### src/rtl/dbg_auth_pkg.sv
package dbg_auth_pkg;

    localparam int LC_W       = 8;
    localparam int TAG_W      = 56;
    localparam int LC_MFG_BIT = 2;
    localparam int LC_RMA_BIT = 4;

    localparam logic [LC_W-1:0] LC_MFG = LC_W'(1) << LC_MFG_BIT;
    localparam logic [LC_W-1:0] LC_RMA = LC_W'(1) << LC_RMA_BIT;

    typedef enum logic [1:0] {
        SS_IDLE   = 2'd0,
        SS_CHAL   = 2'd1,
        SS_VERIFY = 2'd2
    } sess_st_e;

endpackage

### src/rtl/dbg_auth_chal.sv
module dbg_auth_chal #(
    parameter int UID_W   = 96,
    parameter int NONCE_W = 128,
    parameter int BOOT_W  = 32,
    localparam int RND_W  = NONCE_W - BOOT_W
) (
    input  logic               clk,
    input  logic               rst_n,
    input  logic               load,
    input  logic [UID_W-1:0]   uid_in,
    input  logic [BOOT_W-1:0]  boot_in,
    input  logic [RND_W-1:0]   rnd_in,
    output logic [UID_W-1:0]   uid_q,
    output logic [NONCE_W-1:0] nonce_q
);

    typedef struct packed {
        logic [UID_W-1:0]   uid;
        logic [NONCE_W-1:0] nonce;
    } chal_t;

    chal_t r_d, r_q;

    always_comb begin
        r_d = r_q;
        if (load) begin
            r_d.uid   = uid_in;
            r_d.nonce = {boot_in, rnd_in};
        end
    end

    always_ff @(posedge clk or negedge rst_n) begin
        if (!rst_n) r_q <= '0;
        else        r_q <= r_d;
    end

    assign uid_q   = r_q.uid;
    assign nonce_q = r_q.nonce;

endmodule

### src/rtl/dbg_auth_guard.sv
module dbg_auth_guard #(
    parameter int FAIL_W     = 8,
    parameter int TAMPER_AT  = 16,
    parameter int LOCK_TICKS = 86400,
    localparam int LOCK_W    = $clog2(LOCK_TICKS + 1)
) (
    input  logic              clk,
    input  logic              rst_n,
    input  logic              fail_evt,
    input  logic              rtc_tick,
    output logic [FAIL_W-1:0] fail_cnt,
    output logic              tamper_evt,
    output logic              lockout
);

    localparam logic [FAIL_W-1:0] TRIP_PREV = FAIL_W'(TAMPER_AT - 1);
    localparam logic [LOCK_W-1:0] LOCK_LOAD = LOCK_W'(LOCK_TICKS);

    typedef struct packed {
        logic [FAIL_W-1:0] cnt;
        logic [LOCK_W-1:0] lock;
        logic              tamper;
    } guard_t;

    guard_t g_d, g_q;

    always_comb begin
        g_d        = g_q;
        g_d.tamper = 1'b0;
        if (rtc_tick && (g_q.lock != '0))
            g_d.lock = g_q.lock - 1'b1;
        if (fail_evt) begin
            if (g_q.cnt != '1)
                g_d.cnt = g_q.cnt + 1'b1;
            if (g_q.cnt == TRIP_PREV) begin
                g_d.tamper = 1'b1;
                g_d.lock   = LOCK_LOAD;
            end
        end
    end

    always_ff @(posedge clk or negedge rst_n) begin
        if (!rst_n) g_q <= '0;
        else        g_q <= g_d;
    end

    assign fail_cnt   = g_q.cnt;
    assign tamper_evt = g_q.tamper;
    assign lockout    = (g_q.lock != '0);

endmodule

### src/rtl/dbg_auth_session.sv
module dbg_auth_session
    import dbg_auth_pkg::*;
#(
    parameter int                UID_W      = 96,
    parameter int                NONCE_W    = 128,
    parameter int                BOOT_W     = 32,
    parameter int                CAP_W      = 8,
    parameter int                FAIL_W     = 8,
    parameter int                TAMPER_AT  = 16,
    parameter int                LOCK_TICKS = 86400,
    parameter logic [TAG_W-1:0]  MSG_TAG    = 56'h44424741555448,
    localparam int               RND_W      = NONCE_W - BOOT_W,
    localparam int               MSG_W      = TAG_W + UID_W + NONCE_W + CAP_W
) (
    input  logic               clk,
    input  logic               rst_n,
    input  logic [LC_W-1:0]    lc_state,
    input  logic               wipe_done,
    input  logic [UID_W-1:0]   dev_uid,
    input  logic [BOOT_W-1:0]  boot_count,
    input  logic [RND_W-1:0]   rnd_in,
    input  logic               trst,
    input  logic               req_valid,
    input  logic [CAP_W-1:0]   req_caps,
    input  logic               ver_done,
    input  logic               ver_pass,
    input  logic [CAP_W-1:0]   ver_grant,
    input  logic               rtc_tick,
    output logic               chal_valid,
    output logic [UID_W-1:0]   chal_uid,
    output logic [NONCE_W-1:0] chal_nonce,
    output logic               ver_req,
    output logic [MSG_W-1:0]   ver_msg,
    output logic               auth_valid,
    output logic [CAP_W-1:0]   eff_caps,
    output logic [FAIL_W-1:0]  fail_cnt,
    output logic               tamper_evt,
    output logic               lockout
);

    typedef struct packed {
        sess_st_e         st;
        logic             trst;
        logic [CAP_W-1:0] req;
        logic             auth;
        logic [CAP_W-1:0] eff;
    } ctl_t;

    ctl_t c_d, c_q;
    logic start, fail_evt, trst_rise, gate_ok, wipe_ok;

    always_comb begin
        c_d       = c_q;
        c_d.trst  = trst;
        start     = 1'b0;
        fail_evt  = 1'b0;
        trst_rise = trst & ~c_q.trst;
        gate_ok   = (lc_state == LC_MFG) || (lc_state == LC_RMA);
        wipe_ok   = (lc_state != LC_RMA) || wipe_done;
        unique case (c_q.st)
            SS_IDLE: begin
                if (trst_rise && gate_ok && !c_q.auth && !lockout) begin
                    start    = 1'b1;
                    c_d.st   = SS_CHAL;
                end
            end
            SS_CHAL: begin
                if (req_valid) begin
                    c_d.req = req_caps;
                    c_d.st  = SS_VERIFY;
                end
            end
            SS_VERIFY: begin
                if (ver_done) begin
                    c_d.st = SS_IDLE;
                    if (ver_pass && gate_ok && wipe_ok) begin
                        c_d.auth = 1'b1;
                        c_d.eff  = ver_grant & c_q.req;
                    end else begin
                        fail_evt = 1'b1;
                    end
                end
            end
            default: c_d.st = SS_IDLE;
        endcase
    end

    always_ff @(posedge clk or negedge rst_n) begin
        if (!rst_n) c_q <= '{st: SS_IDLE, default: '0};
        else        c_q <= c_d;
    end

    dbg_auth_chal #(
        .UID_W   (UID_W),
        .NONCE_W (NONCE_W),
        .BOOT_W  (BOOT_W)
    ) u_chal (
        .clk     (clk),
        .rst_n   (rst_n),
        .load    (start),
        .uid_in  (dev_uid),
        .boot_in (boot_count),
        .rnd_in  (rnd_in),
        .uid_q   (chal_uid),
        .nonce_q (chal_nonce)
    );

    dbg_auth_guard #(
        .FAIL_W     (FAIL_W),
        .TAMPER_AT  (TAMPER_AT),
        .LOCK_TICKS (LOCK_TICKS)
    ) u_guard (
        .clk        (clk),
        .rst_n      (rst_n),
        .fail_evt   (fail_evt),
        .rtc_tick   (rtc_tick),
        .fail_cnt   (fail_cnt),
        .tamper_evt (tamper_evt),
        .lockout    (lockout)
    );

    assign chal_valid = (c_q.st != SS_IDLE);
    assign ver_req    = (c_q.st == SS_VERIFY);
    assign ver_msg    = {MSG_TAG, chal_uid, chal_nonce, c_q.req};
    assign auth_valid = c_q.auth;
    assign eff_caps   = c_q.eff;

endmodule

### config.mk
export PLATFORM = sky130hd
export DESIGN_NAME = dbg_auth_session
export DESIGN_NICKNAME = d
export VERILOG_FILES = /design/src/rtl/dbg_auth_pkg.sv /design/src/rtl/dbg_auth_chal.sv /design/src/rtl/dbg_auth_guard.sv /design/src/rtl/dbg_auth_session.sv
export SDC_FILE = /design/constraint.sdc
export NUM_CORES = 1
export LEC_CHECK = 0
export BUFFER_PORTS_ARGS = -buffer_cell sky130_fd_sc_hd__clkbuf_2
export CELL_PAD_IN_SITES_DETAIL_PLACEMENT = 0
export CELL_PAD_IN_SITES_GLOBAL_PLACEMENT = 1
export CORE_AREA = 2 2 307 309
export CTS_CLUSTER_SIZE = 16
export DETAILED_ROUTE_END_ITERATION = 8
export DIE_AREA = 0 0 309 311
export GPL_TIMING_DRIVEN = 0
export PLACE_DENSITY = 0.37
export SYNTH_ARGS = -nofsm -noshare
export SYNTH_HDL_FRONTEND = slang
export SYNTH_SLANG_ARGS = --single-unit
### constraint.sdc
create_clock -name clk -period 2.96 [get_ports clk]
set_input_delay 0.148 -clock clk [delete_from_list [all_inputs] [get_ports clk]]
set_output_delay 0.148 -clock clk [all_outputs]
set_load 0.05 [all_outputs]
### Word level (Yosys, flattened, before mapping)

Index checks and enable logic that the tools add are counted.

| storage, ports and cells | value |
|---|---|
| register bits after elaboration | 270 |
| input port bits | 256 |
| output and inout port bits | 533 |
| logic and storage cells | 54 |

| cells by class | value |
|---|---|
| add/sub/neg operators | 2 |
| equality and inequality tests | 10 |
| multiplexer cells | 12 |
| bitwise logic cells | 3 |
| reduce and logical (&&, ||, !) cells | 17 |

Operators by type and width:

| operator | number |
|---|---|
| 18-bit two-way mux | 2 |
| 17-bit two-way mux | 1 |
| 17-bit nonzero test | 1 |
| 17-bit by 1-bit subtractor with 17-bit output, second input constant | 1 |
| 8-bit by 1-bit adder with 8-bit output, second input constant | 1 |
| 8-bit bitwise AND | 1 |
| 8-bit by 3-bit equality test with 1-bit output, second input constant | 1 |
| 8-bit by 4-bit equality test with 1-bit output, second input constant | 1 |
| 8-bit by 5-bit equality test with 1-bit output, second input constant | 1 |
| 8-bit by 5-bit != test with 1-bit output, second input constant | 1 |
| 8-bit != test, second input constant | 1 |
| 1-bit logical AND | 6 |
| 2-bit two-way mux | 3 |
| 2-bit != test, second input constant | 3 |
| 2-bit case mux with 3 select lines | 1 |
| 3-bit AND reduction | 2 |
| 1-bit two-way mux | 5 |
| 2-bit AND reduction | 2 |
| 2-bit by 1-bit equality test with 1-bit output, second input constant | 1 |
| 2-bit equality test, second input constant | 1 |
| 1-bit zero test | 2 |
| 2-bit zero test | 1 |
| 1-bit logical OR | 2 |
| 2-bit nonzero test | 1 |
| 2 further kinds | 2 |

### Logic depth before layout (Yosys ltp)

Gate-level depths: netlist of the first run.

| depth | value |
|---|---|
| depth after elaboration | 8 |
| depth in mapped cells | 8 |
| depth with buffers taken out | 6 |

### Hierarchy

Synthesis of the first run repeated with hierarchy kept, for this count alone.

| second synthesis, totals | value |
|---|---|
| cells, all modules | 985 |
| area total of the unflattened synthesis | 13,556.8 µm² |

By module, submodules not included:

| module | times used | cells each | area each (µm²) | sequential area each (µm²) |
|---|---|---|---|---|
| dbg_auth_chal | 1 | 473 | 8,972.4 | 5,605.4 |
| dbg_auth_session | 1 | 369 | 3,108.0 | 500.5 |
| dbg_auth_guard | 1 | 143 | 1,476.4 | 650.6 |

### Worst setup path before layout of the first run

Ideal clock, no wire load.

| timing | value |
|---|---|
| kind | register to register |
| from | reg u_guard.g_q[1] in the netlist's numbering |
| to | reg u_chal.r_q, in the netlist u_chal.nonce_q[100] |
| library setup time | 0.127 ns |
| data arrival time | 2.283 ns |
| data required time | 2.833 ns |
| slack | 0.549 ns |
| stages on the path, launching flop included | 9 |
| buffers on the path | 2 |
| clock period less this slack | 2.411 ns |
| cells stage by stage | dfrtp_1 -> inv_1 -> ha_1 -> nor3b_1 -> nand4_1 -> nor4_4 -> buf_2 -> buf_6 -> mux2_1 |

| between the ends | value |
|---|---|
| cells in the longest elaborated chain, start to end | 5 |

Ends and longest elaborated chain:

| element | RTL line | source |
|---|---|---|
| start, declared | dbg_auth_guard.sv:25 | `guard_t g_d, g_q;` |
| start signal, assigned | dbg_auth_guard.sv:44 | `else g_q <= g_d;` |
| 17-bit nonzero test | dbg_auth_guard.sv:49 | `assign lockout = (g_q.lock != '0);` |
| 1-bit zero test | dbg_auth_session.sv:62 | `if (trst_rise && gate_ok && !c_q.auth && !lockout) begin` |
| 1-bit logical AND | dbg_auth_session.sv:62 |  |
| 1-bit two-way mux | dbg_auth_session.sv:62 |  |
| 1-bit two-way mux | dbg_auth_session.sv:60 | `unique case (c_q.st)` |
| end signal, assigned | dbg_auth_chal.sv:34 | `else r_q <= r_d;` |
| end, declared | dbg_auth_chal.sv:22 | `chal_t r_d, r_q;` |

No other way between the ends.
A chain may end at the register's enable or synchronous reset.

### Worst setup path in the final report of the first run

| timing | value |
|---|---|
| from | reg u_guard.g_q[6] in the netlist's numbering |
| to | reg u_chal.r_q, in the netlist u_chal.nonce_q[64] |

The elaborated chain is that of the path after synthesis.

==> run metrics, run 1 <==
final HPWL from detailed placement ~45 mm; Slew HR between 30% and 40%; clock sinks 270; vias in the first global route around 12000; crit end category flop; H-tree levels 2; Critical R2R Launch u_guard.g_q[6]; P&R area growth vs syn 71.73%; Synth area leaders dfrtp_1, buf_4, mux2_1; Startpoint Class flop; Routed WL roughly 56 mm; Worst-path clk slew around 0.060 ns; Lkg Pwr ~13 nW; CTS root buf clkbuf_16; DP Area about 18000 µm²; min Tclk post-route 2.701 ns; CP Cell Sequence nor4_4 > nand4_1 > buf_4 > nor4_4 > buf_4 > buf_4 > buf_6 > buf_6 > mux2_1; yosys warns 0; gr usage total 11.08%; router iterations before antenna repair 4; # DRC 0; via density per instance between 3 and 4; worst endpoint required time 3.40 ns; syn avg cell area ~13 µm²; Period Utilization, post-route 91.25%; fmax roughly 370 MHz; EDFF count, synth 0; maximum VDD drop between 0.2 and 0.3 mV; total chip power about 10 mW; Mapped Cells around 1000; wire length per cell ~17 µm; Pwr per Cell Area roughly 440 nW/µm²; Crit Path Max Fanout 10; area share of the leading cell type in the synthesized netlist a little over half; ys flop type dfrtp_1; Hold Startpoint lc_state[7]; Final Hold Violating Endpoints 0; number of port buffers about 730; initial core utilization around 14%; initial antenna violation count 8; most frequent CP cell buf_4; Max-Cap Viols 0; Detailed Route Iter0 Violations roughly 240; Skew-Pair Late Insertion Delay between 0.5 and 0.6 ns; TritonCTS Buffers 39; total gr overflow 0; Boundary Pins between 700 and 800; fin nets between 2000 and 2500; Design Area, Final ~22000 µm²; most numerous cell in the Yosys netlist buf_4; max incr delay on CP approximately 0.48 ns; count of cell types in the netlist 45; Setup Viol. Count Final 0; GP Congestion 0.7501; Critical path origin u_guard.g_q[6]; flops & latches, synth 270; status complete, no violations; first-pass GRT wire length between 70 and 80 mm; Die Span Y 311 µm; share of layout cells above drive strength 1 57.32%; Core ar. 92770 µm²; final slew viol count 0; Die W around 310 µm; Yosys top cell by area dfrtp_1; sequential area share after synthesis ~52%; Synth top cells by count buf_4, dfrtp_1, mux2_1, mux2_2, o21ai_0; CTS tree built; Least-Margin Pin Slew 0.9073 ns; DRT antenna net count 0; largest net degree at the start of global routing a little under 90; HP Class in2reg; crit path DAT approximately 3.1 ns; critical path class reg2reg; die area ~96000 µm²; clock buffer depth 3; hold_ws around 0.092 ns; std cell rows 112; DR vias roughly 11000; RSZ-0062 raised after global routing no; mapped cell area 12900 µm²; skew final approximately 0.027 ns; Async SR Flop Fraction 100.0%; slowest stage cell on the critical path nor4_4
## layout by cell type, fill, tap and decap left out, types with 3 or more instances in the layout
cell	netlist	routed
clkinv_2	0	3
o21ai_0	30	30
or3_1	5	5
a21oi_1	8	8
dlygate4sd3_1	0	245
nand4_1	4	4
ha_1	3	3
inv_1	4	4
buf_6	6	7
clkbuf_2	0	731
mux2_2	73	73
conb_1	2	56
or2_2	4	4
xor2_1	8	8
nor4_1	7	6
buf_16	0	3
clkbuf_1	5	18
buf_2	7	6
mux2i_1	3	3
clkbuf_8	0	9
inv_6	0	3
o31ai_1	4	4
mux2_1	160	160
nor2_1	9	9
or3b_2	3	3
nand3_1	10	10
clkbuf_16	0	39
nor3b_1	4	3
buf_4	315	319
diode_2	0	4
or4_1	8	8
nand2_1	19	19
dfrtp_1	270	270
nor3_1	9	8
## routing by layer
layer | global-route usage, % | share of wire (%) | vias to the layer above
met5 | 0 | 0.066 | -
met4 | 3.266 | 2.5 | 6
met3 | 3.392 | 7.6 | 68
met2 | 21.00 | 53 | 444
met1 | 11.54 | 37 | 5442
li1 | - | - | 5259
## kinds of logic (layout without fill, tap and decap cells)
group,Yosys count,after routing,synth area share [%]
buffers and inverters,337,1391,19.38
DFF,270,270,52.36
muxes,236,236,20.57
and+or+nand+nor,93,93,4.315
AOI/OAI and AO/OA,54,54,2.482
xor gates and xnor gates,8,8,0.5430
adders and majority gates,3,3,0.2909
other,2,60,0.05820
## registers in the layout (all words and copies together) (netlist names)
name	flops
u_chal.uid_q	96
u_guard.g_q	17
auth_valid	1
u_chal.nonce_q	128
ver_msg	8
c_q	3
u_guard.tamper_evt	1
eff_caps	8
u_guard.fail_cnt	8
## timing repair
action | CTS | global route
endpoints found under the setup margin | 225 | 219
pin swaps | 2 | 0
resized for setup | 3 | 4
setup buffers | 5 | 0
hold endpoints to repair | 311 | 0
hold buffers | 245 | 0
## area by class of cell
cell class | instances | area (µm²)
clock inverters | 9 | 65.06
plain buffers | 333 | 2500
repair buffers | 985 | 6245
fillers | 10080 | 70610
well taps | 1254 | 1569
multi-input cells | 450 | 3865
inverters | 4 | 15.01
clock buffers | 60 | 1135
flip-flops and latches | 270 | 6756
diodes | 4 | 10.01
## critical path: cells and delay by family (launching register included)
kind	cells	cell delay [ns]
and+or+nand+nor	3	0.87
muxes	1	0.34
DFF	1	0.45
buffers and inverters	5	0.91
## metrics by stage
| stage | worst slack (ns) | setup TNS, ns | instances | utilization [%] |
|---|---|---|---|---|
| 2_1_floorplan | 0.5492 | 0 | 1057 | - |
| 3_3_place_gp | -4.912 | -1438.84 | 3043 | 19.77 |
| 3_5_place_dp | -0.8874 | -141.85 | 3046 | 19.87 |
| 4_1_cts | 0.03276 | 0 | 3365 | 23.86 |
| 5_1_grt | 0.009622 | 0 | 3369 | 23.89 |
| 6_report | 0.2591 | 0 | 3369 | 23.89 |
## where the power goes
part | total [mW] | switching (mW) | internal, mW
combinational | 1.28 | 0.669 | 0.608
clock | 4.50 | 1.86 | 2.64
sequential | 3.95 | 0.146 | 3.81
## final timing paths
path | endpoint | slack [ns] | cells past startpoint
min reg2reg | auth_valid | 0.50 | 1
max reg2reg | u_chal.nonce_q[64] | 0.26 | 9
max in group asynchronous | c_q[19] | 1.61 | 4
max | u_chal.nonce_q[64] | 0.26 | 9
min | c_q[18] | 0.09 | 4
min in group asynchronous | u_chal.nonce_q[62] | 0.15 | 2
Power figures use the tool's default switching activity.
==> run 2: changes to the inputs <==
Settings changed: CORE_AREA 2 2 307 309 to 2 2 303 305, DIE_AREA 0 0 309 311 to 0 0 305 307, PLACE_DENSITY 0.37 to 0.38.
Clock period 2.96 ns to 3.2 ns, I/O delays scaled along.
==> run 2 against run 1 <==
Utilization increased by 0.40 points. Wire length shrank 1.1%. Clock skew decreased by 0.015 ns. Largest cell class unchanged. Highest routed layer is now met4.
==> run metrics, run 2 (same netlist as run 1, synthesis figures left out) <==
status complete, no violations; clock buffer depth 3 (unchanged); RSZ-0062 raised after global routing no; Period Utilization, post-route 92.52%; TritonCTS Buffers 38 (-2.6%); Core ar. 90690 µm² (-2.2%); HP Class in2reg; largest net degree at the start of global routing 76 (-15%); share of layout cells above drive strength 1 57.16% (-0.16 points); # DRC 0 (unchanged); via density per instance 3.391 (+1.8%); gr usage total 11.28% (+0.20 points); Final Util 24.29% (+0.40 points); worst endpoint required time 3.04 ns (-0.36 ns); clock sinks 270 (unchanged); Skew-Pair Late Insertion Delay 0.54 ns (-0.03 ns); crit path DAT 2.80 ns (-0.34 ns); DRT antenna net count 0 (unchanged); Design Area, Final 22030 µm² (-0.60%); Setup Viol. Count Final 0 (unchanged); maximum VDD drop 0.2634 mV (-11%); CTS tree built; GP Congestion 0.7507 (about the same); wire length per cell 16.75 µm (+1.0%); final slew viol count 0 (unchanged); Lkg Pwr 12.49 nW (about the same); worst path bufs/invs 2 (-3); fill cell count 9925 (-1.6%); most common cell after layout, fill and taps aside clkbuf_2; CP Cell Sequence inv_1 > ha_1 > or3b_2 > nor3_1 > nand3_1 > clkbuf_2; skew final 0.01164 ns (-0.01495 ns); Die W 305 µm (-1.3%); P&R area growth vs syn 70.71%; DR vias 11180 (-0.34%); DP Area 18350 µm² (-0.46%); critical path class reg2out; H-tree levels 2 (unchanged); Worst-path clk slew 0.05 ns (about the same); first-pass GRT wire length 78.63 mm (-0.29%); Critical R2R Launch u_guard.g_q[9]; Startpoint Class flop; die area 93640 µm² (-2.6%); fin nets 2341 (-0.043%); number of port buffers 732 (unchanged); Least-Margin Pin Slew 0.8157 ns (-0.09165 ns); Final Hold Violating Endpoints 0 (unchanged); vias in the first global route 11700 (-0.23%); initial core utilization 14.23% (+0.32 points); total gr overflow 0 (unchanged); Die Span Y 307 µm (-1.3%); Detailed Route Iter0 Violations 289 (+20%); min Tclk post-route 2.961 ns; max incr delay on CP 0.64 ns (+0.16 ns); Pwr per Cell Area 404.0 nW/µm² (-8.0%); multi-input logic area 3854 µm² (-0.29%); most frequent cells in the layout clkbuf_2, buf_4, dfrtp_1; crit end category primary output; Crit path max-delay family simple AND/OR/NAND/NOR gates; fmax approximately 340 MHz; Boundary Pins 789 (unchanged); max reg flops 128 (unchanged); initial antenna violation count 5 (-3); Critical path origin u_guard.g_q[1]; CTS root buf clkbuf_16; Crit Path Max Fanout 6 (-4); Routed WL 55.23 mm (-1.1%); register area 6756 µm² (unchanged); final HPWL from detailed placement 44.88 mm (-0.30%); router iterations before antenna repair 4 (unchanged); Slew HR 45.20% (+6.2 points); slowest stage cell on the critical path nor3_1; Max-Cap Viols 0 (unchanged); std cell rows 111 (-0.89%); Hold Startpoint lc_state[7]
==> run 2: metrics by stage <==
step	power [mW]	std cells	setup WS, ns	setup TNS [ns]	hold slack (ns)
after global routing	9.393	3297	0.04886	0	0.1088
after detailed placement	4.631	2978	-0.6175	-102.80	0.1842
after floorplan	4.243	1057	0.7892	0	-0.1356
final	8.899	3297	0.2394	0	0.1018
after global placement	4.606	2975	-4.658	-1336.79	0.2856
after CTS	9.149	3294	0.1554	0	0.05553
==> run 2: layout make-up <==
| class | instances | area share [%] |
|---|---|---|
| plain buffers | 333 | 11.30 |
| clock buffers | 61 | 5.214 |
| inverters | 4 | 0.06816 |
| well taps | 1186 | 6.737 |
| multi-input cells | 450 | 17.50 |
| clock inverters | 5 | 0.1306 |
| diodes | 3 | 0.03408 |
| repair buffers | 985 | 28.35 |
| flip-flops and latches | 270 | 30.67 |
==> run 2: repair_timing <==
action	in CTS	in global routing
endpoints found under the setup margin	224	70
hold buffers	245	0
resized for setup	0	2
endpoints found under the hold margin	302	0
pin swaps	1	0
buffers inserted	5	0
==> run 2: path summary, 6_finish.rpt <==
check	endpoint	slack (ns)	cells past startpoint
setup / recovery	lockout	0.24	6
hold / removal	c_q[18]	0.10	4
setup reg to reg	u_chal.nonce_q[40]	0.30	8
hold reg to reg	eff_caps[7]	0.51	2
max in group asynchronous	u_guard.g_q[7]	1.80	4
min in group asynchronous	u_chal.nonce_q[102]	0.17	2
==> run 2: per-layer routing <==
metal | vias up | track usage, % | share of wire (%)
li1 | 5252 | - | -
met1 | 5426 | 12.10 | 37
met2 | 444 | 20.87 | 52
met3 | 59 | 3.880 | 8.2
met4 | 0 | 3.074 | 2.3
met5 | - | 0 | 0
==> run 2: power by group <==
| group | switching [mW] | total, mW | internal [mW] |
|---|---|---|---|
| logic | 0.617 | 1.18 | 0.559 |
| clock network | 1.63 | 4.07 | 2.44 |
| registers | 0.133 | 3.65 | 3.52 |
| total | 2.38 | 8.90 | 6.52 |
==> run 2: tightest hold or removal path, stage by stage <==
cell      delay [ns]
clkbuf_2        0.08
or2_2           0.13
nor4_1          0.06
o21a_1          0.16
==> run 3: changes to the inputs <==
Settings changed: CORE_AREA 2 2 303 305 to 2 2 308 310, DIE_AREA 0 0 305 307 to 0 0 310 312, PLACE_DENSITY 0.38 to 0.37.
==> run 3 against run 2 <==
Count of clock-buffer cells in the layout decreased by 2. Wire length increased by 0.21%. Highest routed layer is now met5. Cell count increased by 2.1%. Largest cell class unchanged. Worst setup slack got worse by 0.026 ns. Flip-flop and latch count stayed put. Critical path type unchanged. Worst hold slack worse by 0.033 ns. Design area increased by 0.76%. First-iteration DRC count down 13%. Sequential share of layout area down 0.23 points. Total power is 2.4% higher. Non-clock buffer count fell by 2. Sequential power hardly changed.
==> run metrics, run 3 (same netlist as run 1, synthesis figures left out) <==
P&R area growth vs syn 72.01%; HP Class in2async; Boundary Pins 789 (unchanged); initial antenna violation count 5 (unchanged); # DRC 0 (unchanged); gr usage total 10.86% (-0.41 points); Die W 310 µm (+1.6%); Die Span Y 312 µm (+1.6%); final slew viol count 0 (unchanged); clock buffer depth 3 (unchanged); Detailed Route Iter0 Violations 250 (-13%); fill cell count 10170 (+2.5%); Lkg Pwr 12.53 nW (+0.32%); Critical Path End lockout; Startpoint Class flop; Critical R2R Launch u_guard.g_q[6]; first-pass GRT wire length 78.48 mm (-0.19%); Least-Margin Pin Slew 0.7576 ns (-0.05804 ns); number of port buffers 732 (unchanged); multi-input logic area 3860 µm² (+0.16%); die area 96720 µm² (+3.3%); crit path DAT 2.83 ns (+0.03 ns); total gr overflow 0 (unchanged); R2R depth 7 (-1); vias in the first global route 11690 (-0.12%); critical path class reg2out; Routed WL 55.34 mm (+0.21%); Final Hold Violating Endpoints 0 (unchanged); via density per instance 3.331 (-1.8%); clock sinks 270 (unchanged); Design Area, Final 22200 µm² (+0.76%); GP Congestion 0.7522 (+0.20%); status complete, no violations; reg2reg end u_chal.nonce_q[86]; DR vias 11210 (+0.25%); Critical path origin u_guard.g_q[1]; share of layout cells above drive strength 1 57.31% (+0.14 points); maximum VDD drop 0.3281 mV (+25%); worst endpoint required time 3.04 ns (about the same); max reg flops 128 (unchanged); Core ar. 93050 µm² (+2.6%); skew final 0.01613 ns (+0.004496 ns); CTS tree built; TritonCTS Buffers 39 (+2.6%); register area 6756 µm² (unchanged); Worst-path clk slew 0.06 ns (about the same); DP Area 18430 µm² (+0.46%); fmax 334.8 MHz (-0.88%); Final Util 23.85% (-0.44 points); std cell rows 112 (+0.90%); final HPWL from detailed placement 45.04 mm (+0.35%); Worst Slack Setup Final 0.2132 ns (-0.02616 ns); Slew HR 49.10% (+3.9 points); min Tclk post-route 2.987 ns (+0.02616 ns); largest net degree at the start of global routing 93 (+22%); DRT antenna net count 0 (unchanged); crit end category primary output; pre-CTS WS -0.4917 ns (+0.1258 ns); Pwr per Cell Area 410.8 nW/µm² (+1.7%); Max-Cap Viols 0 (unchanged); Setup Viol. Count Final 0 (unchanged); flop2flop setup slack 0.35 ns (+0.05 ns); Crit Path Max Fanout 6 (unchanged); router iterations before antenna repair 4 (unchanged); H-tree levels 2 (unchanged); most frequent cells in the layout clkbuf_2, buf_4, dfrtp_1; RSZ-0062 raised after global routing no; Skew-Pair Late Insertion Delay 0.54 ns (about the same); wire length per cell 16.45 µm (-1.8%); most common cell after layout, fill and taps aside clkbuf_2; CTS root buf clkbuf_16; initial core utilization 13.87% (-0.36 points); Period Utilization, post-route 93.34% (+0.82 points); fin nets 2340 (-0.043%)
-- run 3: worst min path at each step --
stage / slack [ns] / startpoint / to / depth (start not counted)
after floorplan: -0.14 / rst_n / auth_valid / 0
after global placement: 0.28 / trst / c_q[17] / 1
after detailed placement: 0.05 / rst_n / u_chal.nonce_q[87] / 1
after CTS: 0.02 / rst_n / u_chal.nonce_q[87] / 2
after global routing: 0.05 / rst_n / u_chal.nonce_q[87] / 2
final: 0.07 / rst_n / u_chal.nonce_q[87] / 2
-- run 3: critical path: stages (launching register included) --
cell	delay, ns
dfrtp_1	0.38
inv_1	0.10
ha_1	0.23
or3b_2	0.49
nor3_1	0.60
nand3_1	0.21
clkbuf_2	0.28
-- run 3: final cells by class --
type	instances	share of cell area, %
clock inverter	9	0.4284
inverter	4	0.06765
antenna	3	0.03382
multi-input combinational	450	17.39
sequential	270	30.44
tap	1254	7.069
timing repair buffer	983	28.12
buffer	333	11.20
clock buffer	59	5.243
-- run 3: report_power, final --
part | switching, mW | internal, mW
Clock | 1.63 | 2.65
Combinational | 0.620 | 0.561
Sequential | 0.137 | 3.52
-- run 3: metal layers --
layer / vias up / part of all wire [%] / track usage [%] / wire [µm]
met1: 5430 / 37 / 11.57 / 20390
met5: - / 0.036 / 0 / 20
li1: 5262 / - / - / -
met3: 63 / 7.8 / 3.214 / 4295
met2: 450 / 53 / 20.69 / 29520
met4: 4 / 2.0 / 2.536 / 1124
-- run 3: what timing repair did --
item / in CTS / in global routing
setup endpoints to repair: 224 / 52
hold buffers: 245 / 0
setup buffers: 3 / 0
resized for setup: 0 / 2
endpoints found under the hold margin: 352 / 0
pin swaps: 1 / 0
-- run 3: stage by stage --
stage | power (mW) | std cells | hold WS (ns) | setup TNS, ns
floorplan | 4.243 | 1057 | -0.1356 | 0
global placement | 4.603 | 3043 | 0.2846 | -1359.90
detailed placement | 4.627 | 3046 | 0.05087 | -82.09
CTS | 9.351 | 3362 | 0.01793 | 0
global route | 9.613 | 3365 | 0.05377 | 0
finish | 9.117 | 3365 | 0.06911 | 0
